[config.mk]
export PLATFORM = sky130hd
export DESIGN_NAME = rca_arbiter
export DESIGN_NICKNAME = d
export VERILOG_FILES = /design/src/rtl/rca_pkg.sv /design/src/rtl/rca_datapath.sv /design/src/rtl/rca_control.sv /design/src/rtl/rca_arbiter.sv
export SDC_FILE = /design/constraint.sdc
export NUM_CORES = 1
export LEC_CHECK = 0
export BUFFER_PORTS_ARGS = -buffer_cell sky130_fd_sc_hd__buf_2
export CAP_MARGIN = 40
export CORE_MARGIN = 2
export CORE_UTILIZATION = 40
export DETAILED_ROUTE_END_ITERATION = 6
export GPL_TIMING_DRIVEN = 0
export PLACE_DENSITY = 0.61
export SETUP_SLACK_MARGIN = 0.05
export SYNTH_ARGS = -nofsm -noshare
export SYNTH_HDL_FRONTEND = slang
export SYNTH_SLANG_ARGS = --single-unit
export TNS_END_PERCENT = 5
[constraint.sdc]
create_clock -name clk -period 1.7 [get_ports clk]
set_clock_uncertainty 0.05 [all_clocks]
set_input_delay 0.34 -clock clk [delete_from_list [all_inputs] [get_ports clk]]
set_output_delay 0.34 -clock clk [all_outputs]
set_load 0.005 [all_outputs]
[src/rtl/rca_pkg.sv]
package rca_pkg;
  // strobes from control to datapath
  typedef struct packed {
    logic cntClear;
    logic cntRun;
    logic setFail;
    logic clearFail;
  } rcaCtrl_t;

  // conditions from datapath to control
  typedef struct packed {
    logic busy;
    logic inEarly;
    logic lateHit;
    logic failed;
  } rcaStat_t;

  typedef enum logic [0:0] {ST_IDLE, ST_WATCH} rcaState_t;
endpackage

[src/rtl/rca_datapath.sv]
module rca_datapath
  import rca_pkg::*;
#(
  parameter int EARLY_WIN  = 56,
  parameter int LATE_WIN   = 104,
  parameter int VOTE_DEPTH = 3
) (
  input  logic     clk,
  input  logic     rstN,
  input  logic     biBit,
  input  logic     biValid,
  input  logic     abortEn,
  input  rcaCtrl_t ctrl,
  output rcaStat_t stat,
  output logic     busyRaw,
  output logic     busyChange,
  output logic     failEvt,
  output logic     failFlag,
  output logic     abortReq,
  output logic     killTx
);
  localparam int CNT_W     = $clog2(LATE_WIN + 1);
  localparam int VOTE_NEED = (VOTE_DEPTH + 1) / 2;
  localparam logic [CNT_W-1:0] EARLY_CNT = EARLY_WIN[CNT_W-1:0];
  localparam logic [CNT_W-1:0] LATE_CNT  = LATE_WIN[CNT_W-1:0];

  logic [VOTE_DEPTH-1:0] hist;
  logic                  prevBusy;
  logic [CNT_W-1:0]      cnt;

  // busy/idle history, newest bit in position 0
  always_ff @(posedge clk or negedge rstN) begin
    if (!rstN)        hist <= '0;
    else if (biValid) hist <= {hist[VOTE_DEPTH-2:0], biBit};
  end

  assign busyRaw = ($countones(hist) >= VOTE_NEED);

  always_ff @(posedge clk or negedge rstN) begin
    if (!rstN) prevBusy <= 1'b0;
    else       prevBusy <= busyRaw;
  end

  assign busyChange = busyRaw ^ prevBusy;

  // bit-period counter, saturates at the late limit
  always_ff @(posedge clk or negedge rstN) begin
    if (!rstN)                               cnt <= '0;
    else if (ctrl.cntClear)                  cnt <= '0;
    else if (ctrl.cntRun && cnt != LATE_CNT) cnt <= cnt + 1'b1;
  end

  // sticky failure state; a set wins over a simultaneous clear
  always_ff @(posedge clk or negedge rstN) begin
    if (!rstN) begin
      failFlag <= 1'b0;
      killTx   <= 1'b0;
      failEvt  <= 1'b0;
      abortReq <= 1'b0;
    end else begin
      failEvt  <= ctrl.setFail;
      abortReq <= ctrl.setFail & abortEn;
      if (ctrl.setFail) begin
        failFlag <= 1'b1;
        if (abortEn) killTx <= 1'b1;
      end else if (ctrl.clearFail) begin
        failFlag <= 1'b0;
        killTx   <= 1'b0;
      end
    end
  end

  assign stat.busy    = busyRaw;
  assign stat.inEarly = (cnt < EARLY_CNT);
  assign stat.lateHit = (cnt >= LATE_CNT);
  assign stat.failed  = failFlag;
endmodule

[src/rtl/rca_control.sv]
module rca_control
  import rca_pkg::*;
(
  input  logic     clk,
  input  logic     rstN,
  input  logic     bitTick,
  input  logic     txStart,
  input  logic     arbClear,
  input  rcaStat_t stat,
  output rcaCtrl_t ctrl
);
  rcaState_t state, nxt;
  logic      startOk;

  assign startOk = txStart && !stat.failed;

  always_comb begin
    ctrl           = '0;
    ctrl.clearFail = arbClear;
    nxt            = state;
    unique case (state)
      ST_IDLE: begin
        if (startOk) begin
          ctrl.cntClear = 1'b1;
          nxt           = ST_WATCH;
        end
      end
      ST_WATCH: begin
        if (startOk) begin
          ctrl.cntClear = 1'b1;          // new burst restarts the window
        end else if (stat.busy) begin
          ctrl.setFail = stat.inEarly;   // early busy = someone else seized
          nxt          = ST_IDLE;
        end else if (stat.lateHit) begin
          ctrl.setFail = 1'b1;           // no seizure response in time
          nxt          = ST_IDLE;
        end else begin
          ctrl.cntRun = bitTick;
        end
      end
      default: nxt = ST_IDLE;
    endcase
  end

  always_ff @(posedge clk or negedge rstN) begin
    if (!rstN) state <= ST_IDLE;
    else       state <= nxt;
  end
endmodule

[src/rtl/rca_arbiter.sv]
module rca_arbiter
  import rca_pkg::*;
#(
  parameter int EARLY_WIN  = 56,
  parameter int LATE_WIN   = 104,
  parameter int VOTE_DEPTH = 3
) (
  input  logic clk,
  input  logic rstN,
  input  logic bitTick,
  input  logic biBit,
  input  logic biValid,
  input  logic txStart,
  input  logic arbClear,
  input  logic abortEn,
  input  logic busyPolInv,
  input  logic txEnPolInv,
  output logic busyStatus,
  output logic busyChange,
  output logic arbFailEvt,
  output logic arbFailFlag,
  output logic txAbortReq,
  output logic txEnable
);
  rcaCtrl_t ctrl;
  rcaStat_t stat;
  logic     busyRaw;
  logic     killTx;

  rca_control u_ctrl (
    .clk(clk), .rstN(rstN), .bitTick(bitTick), .txStart(txStart),
    .arbClear(arbClear), .stat(stat), .ctrl(ctrl)
  );

  rca_datapath #(
    .EARLY_WIN(EARLY_WIN), .LATE_WIN(LATE_WIN), .VOTE_DEPTH(VOTE_DEPTH)
  ) u_dp (
    .clk(clk), .rstN(rstN), .biBit(biBit), .biValid(biValid),
    .abortEn(abortEn), .ctrl(ctrl), .stat(stat), .busyRaw(busyRaw),
    .busyChange(busyChange), .failEvt(arbFailEvt), .failFlag(arbFailFlag),
    .abortReq(txAbortReq), .killTx(killTx)
  );

  assign busyStatus = busyRaw ^ busyPolInv;
  assign txEnable   = ~killTx ^ txEnPolInv;
endmodule

==> out/results.ini <==
[detailed_routing]
via_per_inst=4.91
drtPass1Iterations=2
vias=584
wl_per_cell_um=11.1
postRouteAntennaNets=0
routed_wl_um=1320
drt_iter0_markers=2
drc_errors=0

[sta]
hold_viol_final=0
slew_violations=0
setup_violations=4
worst_slack_ns=-0.0512
slew_headroom=0.744
fin_crit_sh=1.03
tightest_slew_ns=0.383
fmax_ghz=0.571
rsz0062_at_grt=true
fin_crit_ns=1.75
whs_ns=0.178

[critical_path]
critPathSlowestCell=dfrtp_1
crit_chain=ha_4, a21oi_4, xnor2_1, buf_2
crit_cells=4
worstPathArrival_ns=1.36
startpoint_type=flop
critPathMaxStageDelay_ns=0.42
setup.worst_path.end=busyChange
cp_num_buf_inv=1
r2r_slack_ns=-0.04
crit_type=reg2out
worstSetupEndpointType=output pin
reg2reg_to=u_dp.killTx
reg2regPathDepth=6
cp_max_fo=3
r2r_start=u_dp.hist[0]
crit_start=u_dp.hist[1]
cp.required_ns=1.31
worst_path_dominant_cell_family=flip-flops

[logic_synthesis]
synth-seq-cells=16
synth.distinct_cells=26
synth_warnings=0
synthesis.area_um2=797
syn_inst=69
ys_seq_area_frac=0.502
synth_nets=82
avgSynthCellArea_um2=11.6

[clocking]
cts_tree=built
clk_pin_slew_worst_paths_ns=0.09
cts_buffers=3
clock_latency_ns=0.28
cts_root_buf=clkbuf_4
h-tree-depth=1
clock_path_buffers=2
numClockSinks=16

[pwr]
power_density_mw_per_mm2=1070
p_total_mw=1.06
peakVddDrop_uv=622
combPwrFrac=0.292
clkPwrFrac=0.234
net-switching-power_mw=0.321
swShare=0.304
p_leak_nw=0.454
seqPwrFrac=0.474
internal_power_mw=0.735

[finish]
drive_gt1_frac=0.359
n_antenna_cell=0
layout_commonest_cell=dfrtp_1
final_nets=106
area_growth_pct=23.9
layout_common_cells=16 x dfrtp_1, 15 x buf_2, 6 x inv_1, 5 x nand2_1

[run_status]
outcome=complete, but fails checks
violations=negative setup slack

[global_route]
grt_overflow=0
antenna_found_initial=0
grtUsageTotal=0.138
grt_pass1_vias=575
grt_max_degree=17
grt_pass1_wl_um=2550

[floorplan]
num_io_pins=16
coreArea_mm2=0.00192
die_w_um=48.6
row_count=16
die-area_mm2=0.00237
initial_core_util=0.415
die_y_um=48.6

[place]
portBuffers=15
place_congestion=0.669
place_hpwl_um=1000

[flow_run]
drv_cap=0

[worst_hold_path]
hold_path.class=in2reg

final cells by class:
| type | instances | area, um2 |
|---|---|---|
| Clock buffer | 4 | 36.3 |
| Sequential cell | 16 | 400 |
| Inverter | 6 | 22.5 |
| Fill cell | 196 | 935 |
| Tap cell | 27 | 33.8 |
| Timing Repair Buffer | 19 | 108 |
| Multi-Input combinational cell | 47 | 387 |
registers in the layout, indices dropped and copies added, names as in the netlist:
signal         flops
u_ctrl.state       1
u_dp.abortReq      1
u_dp.cnt           7
u_dp.failEvt       1
u_dp.failFlag      1
u_dp.hist          3
u_dp.killTx        1
u_dp.prevBusy      1
power groups by stage:
stage | clock [mW] | sequential [mW] | combinational, mW
floorplan | 0 | 0.503 | 0.191
global placement | 0 | 0.508 | 0.281
detailed placement | 0 | 0.510 | 0.286
CTS | 0.260 | 0.501 | 0.312
global route | 0.285 | 0.514 | 0.348
finish | 0.247 | 0.500 | 0.308
worst min path at each step:
stage / cells after the start / from / to
floorplan: 0 / rstN / u_ctrl.state
global placement: 1 / rstN / u_dp.cnt[0]
detailed placement: 1 / rstN / u_dp.cnt[0]
CTS: 2 / arbClear / u_dp.killTx
global route: 2 / arbClear / u_dp.killTx
finish: 2 / arbClear / u_dp.killTx
Yosys cell counts:
library cell	n	area, um2
a211oi_2	1	12.5
nand4_2	1	12.5
nand2b_1	1	6.26
xor2_1	3	26.3
o2111ai_1	1	8.76
nor2_1	4	15.0
ha_1	3	37.5
o211ai_4	1	21.3
nor2b_1	1	6.26
nand4_1	3	18.8
and2_1	1	6.26
a311o_2	1	11.3
nand2_1	5	18.8
dfrtp_1	16	400
and4_2	1	10.0
xnor2_1	4	35.0
inv_1	6	22.5
mux2_2	3	33.8
o21ai_0	4	20.0
a21oi_1	1	5.00
a2bb2oi_2	1	15.0
and4_1	1	8.76
a21oi_4	1	16.3
or3_1	1	6.26
nand3_1	3	15.0
a21o_1	1	7.51
routing by layer:
layer / GRT usage / wire length, um / part of all wire / vias to the layer above
met4: 0.0571 / 12 / 0.0091 / 0
met2: 0.226 / 642 / 0.49 / 12
met1: 0.170 / 600 / 0.45 / 282
met3: 0.0401 / 64 / 0.049 / 2
li1: - / - / - / 288
met5: 0 / 0 / 0 / -
per-stage QoR:
| step | TNS (ns) | util | setup WS, ns | instances | area (um2) |
|---|---|---|---|---|---|
| after floorplan | 0 | - | 0.0554 | 69 | 810 |
| after global placement | -0.123 | 0.478 | -0.0697 | 111 | 918 |
| after detailed placement | -0.122 | 0.478 | -0.0630 | 111 | 918 |
| after CTS | -0.213 | 0.514 | -0.0751 | 119 | 987 |
| after global routing | -0.715 | 0.514 | -0.128 | 119 | 987 |
| final | -0.157 | 0.514 | -0.0512 | 119 | 987 |
logic make-up (layout without fill, tap and decap cells):
logic type	count (synthesis)	in the layout	share of synthesized area
adder cells (fa/ha/maj)	3	3	0.0471
buffers and inverters	6	29	0.0283
AND/OR/NAND/NOR	22	22	0.155
multiplexers	3	3	0.0424
XOR/XNOR	7	7	0.0769
flip-flops	16	16	0.502
AO/OA/AOI/OAI	12	12	0.148
what timing repair did:
item                       in CTS  in global routing
pin swaps                       4                  1
resized for setup               0                  1
hold buffers                    1                  0
setup endpoints to repair       6                 11
hold endpoints to repair       16                  0
setup buffers                   3                  0
No activity file was read; power rests on OpenSTA's default activity.
